$ cat src/rtl/dbg_cause_pkg.sv
package dbg_cause_pkg;

    localparam int STATUS_W  = 16;
    localparam int MODE_W    = 2;
    localparam int NUM_FLAGS = 8;
    localparam int FLAG_LSB  = MODE_W;
    localparam int FLAG_MSB  = MODE_W + NUM_FLAGS - 1;
    localparam int PAD_W     = STATUS_W - MODE_W - NUM_FLAGS;

    // Position of each cause within the flag vector (word bit = index + FLAG_LSB)
    typedef enum int unsigned {
        FL_SEQA  = 0,
        FL_SEQB  = 1,
        FL_FRZ   = 2,
        FL_TRACE = 3,
        FL_SWBK  = 4,
        FL_MBRK  = 5,
        FL_DREQ  = 6,
        FL_HWREQ = 7
    } flag_idx_e;

    typedef logic [NUM_FLAGS-1:0] flag_vec_t;
    typedef logic [MODE_W-1:0]    mode_t;
    typedef logic [STATUS_W-1:0]  status_t;

    typedef struct packed {
        logic hw_req;
        logic de_pin;
        logic dreq_ctl;
        logic swbk;
        logic trace_zero;
        logic trace_en;
        logic fifo_frz;
        logic seq_en;
        logic brk_a;
        logic brk_b;
    } cause_in_t;

    typedef struct packed {
        logic strobe;
        logic go;
        logic ex;
    } exit_req_t;

    function automatic logic exit_clears(exit_req_t e);
        return e.strobe & e.go & e.ex;
    endfunction

    function automatic status_t pack_status(flag_vec_t f, mode_t m);
        return {{PAD_W{1'b0}}, f, m};
    endfunction

endpackage

$ cat src/rtl/dbg_brk_pend.sv
module dbg_brk_pend (
    input  logic clk,
    input  logic rst,
    input  logic clr_i,
    input  logic req_i,
    input  logic enter_i,
    output logic hit_o
);

    logic pend_q;

    // A request waits here until an entry consumes it or a clear drops it
    always_ff @(posedge clk) begin
        if (rst || clr_i) begin
            pend_q <= 1'b0;
        end else if (enter_i) begin
            pend_q <= 1'b0;
        end else if (req_i) begin
            pend_q <= 1'b1;
        end
    end

    assign hit_o = enter_i & (pend_q | req_i);

endmodule

$ cat src/rtl/dbg_cause_decode.sv
module dbg_cause_decode
    import dbg_cause_pkg::*;
(
    input  cause_in_t cause_i,
    input  logic      enter_i,
    input  logic      brk_hit_i,
    input  logic      seqa_set_i,
    output flag_vec_t set_o
);

    always_comb begin
        set_o           = '0;
        set_o[FL_HWREQ] = enter_i & (cause_i.hw_req | cause_i.de_pin);
        set_o[FL_DREQ]  = enter_i & cause_i.dreq_ctl;
        set_o[FL_MBRK]  = brk_hit_i;
        set_o[FL_SWBK]  = enter_i & cause_i.swbk;
        set_o[FL_TRACE] = enter_i & cause_i.trace_zero & cause_i.trace_en;
        set_o[FL_FRZ]   = cause_i.fifo_frz;
        set_o[FL_SEQA]  = cause_i.seq_en & cause_i.brk_a;
        set_o[FL_SEQB]  = cause_i.seq_en & cause_i.brk_b & seqa_set_i;
    end

endmodule

$ cat src/rtl/dbg_flag_bank.sv
module dbg_flag_bank #(
    parameter int N = 8
) (
    input  logic         clk,
    input  logic         rst,
    input  logic         clr_i,
    input  logic [N-1:0] set_i,
    output logic [N-1:0] flag_o
);

    for (genvar g = 0; g < N; g++) begin : g_flag
        always_ff @(posedge clk) begin
            if (rst || clr_i) begin
                flag_o[g] <= 1'b0;
            end else if (set_i[g]) begin
                flag_o[g] <= 1'b1;
            end
        end
    end

endmodule

$ cat src/rtl/dbg_cause_status.sv
module dbg_cause_status
    import dbg_cause_pkg::*;
(
    input  logic                clk,
    input  logic                rst,
    input  logic                tl_rst_i,
    input  logic                dbg_enter_i,
    input  logic                ext_dbg_req_i,
    input  logic                dbg_pin_i,
    input  logic                dreq_ctl_i,
    input  logic                mem_brk_req_i,
    input  logic                swbk_exec_i,
    input  logic                trace_zero_i,
    input  logic                trace_en_i,
    input  logic                fifo_frz_i,
    input  logic                seq_en_i,
    input  logic                brk_a_i,
    input  logic                brk_b_i,
    input  logic                dbg_exit_i,
    input  logic                exit_go_i,
    input  logic                exit_ex_i,
    input  logic [MODE_W-1:0]   cpu_mode_i,
    output logic [STATUS_W-1:0] status_o
);

    cause_in_t cause;
    exit_req_t exit_req;
    flag_vec_t set_vec;
    flag_vec_t flags;
    logic      clr;
    logic      brk_hit;

    assign cause = '{
        hw_req:     ext_dbg_req_i,
        de_pin:     dbg_pin_i,
        dreq_ctl:   dreq_ctl_i,
        swbk:       swbk_exec_i,
        trace_zero: trace_zero_i,
        trace_en:   trace_en_i,
        fifo_frz:   fifo_frz_i,
        seq_en:     seq_en_i,
        brk_a:      brk_a_i,
        brk_b:      brk_b_i
    };

    assign exit_req = '{strobe: dbg_exit_i, go: exit_go_i, ex: exit_ex_i};
    assign clr      = tl_rst_i | exit_clears(exit_req);

    dbg_brk_pend u_pend (
        .clk     (clk),
        .rst     (rst),
        .clr_i   (clr),
        .req_i   (mem_brk_req_i),
        .enter_i (dbg_enter_i),
        .hit_o   (brk_hit)
    );

    dbg_cause_decode u_decode (
        .cause_i    (cause),
        .enter_i    (dbg_enter_i),
        .brk_hit_i  (brk_hit),
        .seqa_set_i (flags[FL_SEQA]),
        .set_o      (set_vec)
    );

    dbg_flag_bank #(.N(NUM_FLAGS)) u_bank (
        .clk    (clk),
        .rst    (rst),
        .clr_i  (clr),
        .set_i  (set_vec),
        .flag_o (flags)
    );

    assign status_o = pack_status(flags, cpu_mode_i);

endmodule

$ cat config.mk
export PLATFORM = sky130hd
export DESIGN_NAME = dbg_cause_status
export DESIGN_NICKNAME = d
export VERILOG_FILES = /design/src/rtl/dbg_cause_pkg.sv /design/src/rtl/dbg_brk_pend.sv /design/src/rtl/dbg_cause_decode.sv /design/src/rtl/dbg_flag_bank.sv /design/src/rtl/dbg_cause_status.sv
export SDC_FILE = /design/constraint.sdc
export NUM_CORES = 1
export LEC_CHECK = 0
export CORE_AREA = 3 3 40 42
export DETAILED_ROUTE_END_ITERATION = 10
export DIE_AREA = 0 0 43 45
export DONT_BUFFER_PORTS = 1
export GPL_TIMING_DRIVEN = 0
export PLACE_DENSITY = 0.48
export SYNTH_ARGS = -nofsm -noshare
export SYNTH_HDL_FRONTEND = slang
export SYNTH_SLANG_ARGS = --single-unit
$ cat constraint.sdc
create_clock -name clk -period 2.25 [get_ports clk]
set_input_delay 0.45 -clock clk [delete_from_list [all_inputs] [get_ports clk]]
set_output_delay 0.45 -clock clk [all_outputs]
set_load 0.1 [all_outputs]
**Word level (Yosys, flattened, before mapping)**

Cells that the tools add are included.
W data, S select, Z words.

- Word-level logic and storage cells: 25
- Memory bits (writable): 0
- ROM bits: 0
- Flip-flop bits (word level): 9
- Memories: 0
- Bits in latches: 0

- Bitwise logic cells: 14
- Add/sub/neg operators: 0
- Divide/modulo/power cells: 0
- Order comparisons: 0
- Reductions and logical operators: 2
- Shift-type cells: 0
- Muxes and demuxes: 0
- Equality and inequality tests: 0
- $mul: 0

Operators with widths:

| cell | count |
|---|---|
| $and A1 B1 Y1 | 11 |
| $or A1 B1 Y1 | 3 |
| $reduce_or A2 Y1 | 1 |
| $logic_or A1 B1 Y1 | 1 |

**Logic depth before layout (Yosys ltp)**

Gate-level depths: netlist (run 1).

- Depth in word-level cells: 5
- Gate-level depth with buffers: 3
- Gate-level depth less buffers: 2

**Cells and area by module**

Synthesis (run 1) repeated with hierarchy kept, for this count alone.

- Cells, all modules: 39
- Area total of the unflattened synthesis: 402.9 um^2

Modules (own cells, without submodules):

| module | seq. area each (um^2) | area an instance (um^2) | times used | cells each |
|---|---|---|---|---|
| dbg_flag_bank | 160.2 | 231.5 | 1 | 17 |
| dbg_cause_status | 0.0 | 72.6 | 1 | 10 |
| dbg_cause_decode | 0.0 | 56.3 | 1 | 8 |
| dbg_brk_pend | 20.0 | 42.5 | 1 | 4 |

**Least setup slack after synthesis (run 1)**

No wires, ideal clock.

- Path kind: reg-to-output
- From: register u_bank.flag_o[4]
- To: output port status_o[6]
- Data arrival time: 0.925 ns
- Path slack: 0.875 ns
- Stages on the path, launching flop included: 1
- Data required time: 1.800 ns
- Cells stage by stage: dfxtp_1

RTL lines:

| item | RTL line | source |
|---|---|---|
| from (decl) | dbg_flag_bank.sv:8 | `output logic [N-1:0] flag_o` |
| from (signal, indexed assignment) | dbg_flag_bank.sv:14 | `flag_o[g] <= 1'b0;` |
| from (signal, indexed assignment) | dbg_flag_bank.sv:16 | `flag_o[g] <= 1'b1;` |
| to (decl) | dbg_cause_status.sv:23 | `output logic [STATUS_W-1:0] status_o` |

No word-level cell between the ends.

**Worst setup path in the final report (run 1)**

- From: register u_bank.flag_o[6]
- To: output port status_o[8]

No word-level cell between the ends.

==> key figures, run 1 <==
Run status
  • Status: complete, no violations

Layout
  • Number of nets in the layout: 71
  • Final cell count without fillers: 65
  • Area delta synth->final: 17.1%
  • Diode count: 0
  • Layout cell share with drive strength beyond 1: 28.0%

Timing
  • RSZ-0062 raised after global routing: false
  • Final setup violation count: 0
  • TNS Setup: 0 ns
  • Count of final hold-check violations: 0
  • Clock skew: 0.00712 ns
  • Max-slew violations: 0
  • Tightest Pin Transition: 0.969 ns
  • Maximum clock rate: 599 MHz
  • Slew margin rel.: 35.3%
  • Tmin final: 1.67 ns
  • Final period util: 74.2%

GRT
  • Vias in the first global route: 265
  • Wire length of the first global-routing pass: 1050 um
  • Gr ovfl total: 0
  • Initial antenna violation count: 0
  • Gr usage total: 8.12%
  • Largest net degree at the start of global routing: 10

Clocking
  • CTS tree: built
  • Hold buffers post-CTS: 0
  • Sinks on the clock net: 9
  • Root buf cell: clkbuf_4
  • Clk pin slew, worst setup/hold paths: 0.06 ns
  • Clk buf depth: 2
  • Postcts setup bufs: 0
  • Worst-skew pair later-pin latency: 0.26 ns
  • Total CTS buffers: 3
  • H-tree levels: 1
  • Post-cts gate resize count: 0

Power
  • Pint: 250 uW
  • Clock power frac: 30.0%
  • PwrDens: 929 mW/mm2
  • Worst vdd ir: 0.473 mV
  • NetSw: 157 uW
  • Lkg Pwr: 0.000193 uW
  • Gate power share: 21.8%
  • Sw frac: 38.5%
  • Sequential Power Share: 48.1%

Worst setup path
  • Critical-path maximum fanout: 2
  • Critical path arrival: 1.22 ns
  • Critical Path Start Type: flip-flop
  • CP Capture Type: primary output
  • Setup CP Type: reg -> out
  • Critical Path RT: 1.80 ns

Route
  • Final wirelength: 699 um
  • First DRT Iteration DRCs: 4
  • First-pass DRT Iterations: 3
  • Vias post-DR: 282
  • Per-cell routed wire length: 10.8 um
  • Final ANT Viol Nets: 0
  • DRC violations left: 0
  • Via density: 4.34

Yosys
  • Cell Area, Synth: 374 um2
  • Area share of the largest cell type after synthesis: 48.2%
  • Average cell area after synthesis: 9.12 um2
  • Most frequent cells after synthesis: buf_4 (9), dfxtp_1 (9), nor2_1 (8)
  • Mapped Cells: 41
  • EDFF count, synth: 0
  • Yosys warnings: 0
  • Post-synth top area cell: dfxtp_1
  • Yosys cell types: 11
  • Yosys reg bits: 9
  • Register area share after synthesis: 48.2%
  • Post-synth ARST share: 0%
  • Leading post-synthesis cells by cell area: dfxtp_1 (48%), buf_4 (18%), nor2_1 (8.0%)
  • Ys flop type: dfxtp_1

Floorplan
  • Row cnt: 13
  • Die ar.: 0.00194 mm2
  • Initial Util: 29.1%
  • Core Box Area: 0.00128 mm2
  • IO Pins: 36
  • Die Span X: 43 um
  • Die height: 45 um

Flow run
  • Max-cap viol count: 0

Placed design
  • PortBufs: 0
  • RePlAce Congestion: 0.555
  • Placed Cells: 61

Min path
  • Hold Crit Class: in -> reg
==> per-layer routing <==
layer / vias to the layer above / GRT usage [%] / part of all wire (%)
met5: - / 0 / 0
met4: 0 / 3.61 / 0
met3: 0 / 8.76 / 22
met2: 26 / 12.6 / 45
met1: 119 / 6.62 / 32
li1: 137 / - / -
==> worst register-to-register path, stage by stage, from the launching register on <==
cell	delay, ns
dfxtp_1	0.95
inv_1	0.10
a21oi_1	0.14
==> per-stage QoR <==
stage | setup WS, ns | util, % | cell area [um2] | power [uW] | hold slack (ns)
3_3_place_gp | 0.857 | 32.0 | 412 | 288 | 0.478
6_report | 0.580 | 34.1 | 438 | 407 | 0.256
2_1_floorplan | 0.875 | - | 393 | 285 | 0.459
5_1_grt | 0.529 | 34.1 | 438 | 430 | 0.231
3_5_place_dp | 0.854 | 32.0 | 412 | 288 | 0.499
4_1_cts | 0.562 | 34.1 | 438 | 415 | 0.243
==> state kept, by name, summed over array words and instances (netlist names) <==
name and count:
u_bank.flag_o 8, u_pend.pend_q 1
==> cell usage in the layout, fill, tap and decap left out, drive strengths merged <==
cell / n
buf: 10
dfxtp: 9
nor2: 8
conb: 6
a21oi: 5
clkbuf: 4
inv: 2
o21ai: 2
a31oi: 2
a311o: 1
nor3: 1
==> area by class of cell <==
cell class,instances,area (um2)
plain buffers,10,78.8
clock buffers,4,26.3
fillers,151,847
inverters,2,7.51
multi-input cells,25,126
flip-flops and latches,9,180
well taps,15,18.8
==> path summary, 6_finish.rpt <==
kind | slack (ns) | from | end | cells after the start
worst max-delay path | 0.58 | u_bank.flag_o[6]$_SDFFE_PP0P_ | status_o[8] | 0
worst min-delay path | 0.26 | dbg_enter_i | u_pend.pend_q$_SDFFE_PP0P_ | 1
worst max register to register | 0.99 | u_bank.flag_o[7]$_SDFFE_PP0P_ | u_bank.flag_o[7]$_SDFFE_PP0P_ | 2
worst min register to register | 0.51 | u_bank.flag_o[0]$_SDFFE_PP0P_ | u_bank.flag_o[0]$_SDFFE_PP0P_ | 2
==> power groups by stage <==
stage / clock (uW) / combinational [uW] / sequential [uW]
2_1_floorplan: 0 / 86.6 / 199
3_3_place_gp: 0 / 88.7 / 199
3_5_place_dp: 0 / 89.1 / 199
4_1_cts: 130 / 89.1 / 196
5_1_grt: 140 / 92.8 / 196
6_report: 122 / 88.8 / 196
==> logic make-up (layout without fill, tap and decap cells) <==
group / Yosys count / count (layout) / synth area share [%]
buffers and inverters: 12 / 16 / 23.1
AO/OA/AOI/OAI: 10 / 10 / 15.4
flip-flops: 9 / 9 / 48.2
AND/OR/NAND/NOR: 9 / 9 / 12.4
other: 1 / 6 / 1.00
Note: power is estimated with default switching activity, not from simulation.
==> run 2: changes to the inputs <==
==> constraint.sdc (replaced) <==
create_clock -name clk -period 1.6 [get_ports clk]
set_input_delay 0.32 -clock clk [delete_from_list [all_inputs] [get_ports clk]]
set_output_delay 0.32 -clock clk [all_outputs]
set_load 0.1 [all_outputs]
==> results of run 2 <==
Same layout as run 1 (identical final DEF). Status: complete, no violations.
Main changes from that run: setup slack after placement 0.854 ns -> 0.334 ns; setup slack after layout 0.580 ns -> 0.0600 ns; hold slack 0.256 ns -> 0.126 ns; register-to-register setup slack 0.99 ns -> 0.34 ns; total power 407 uW -> 572 uW; worst IR drop on VDD 0.473 mV -> 0.665 mV
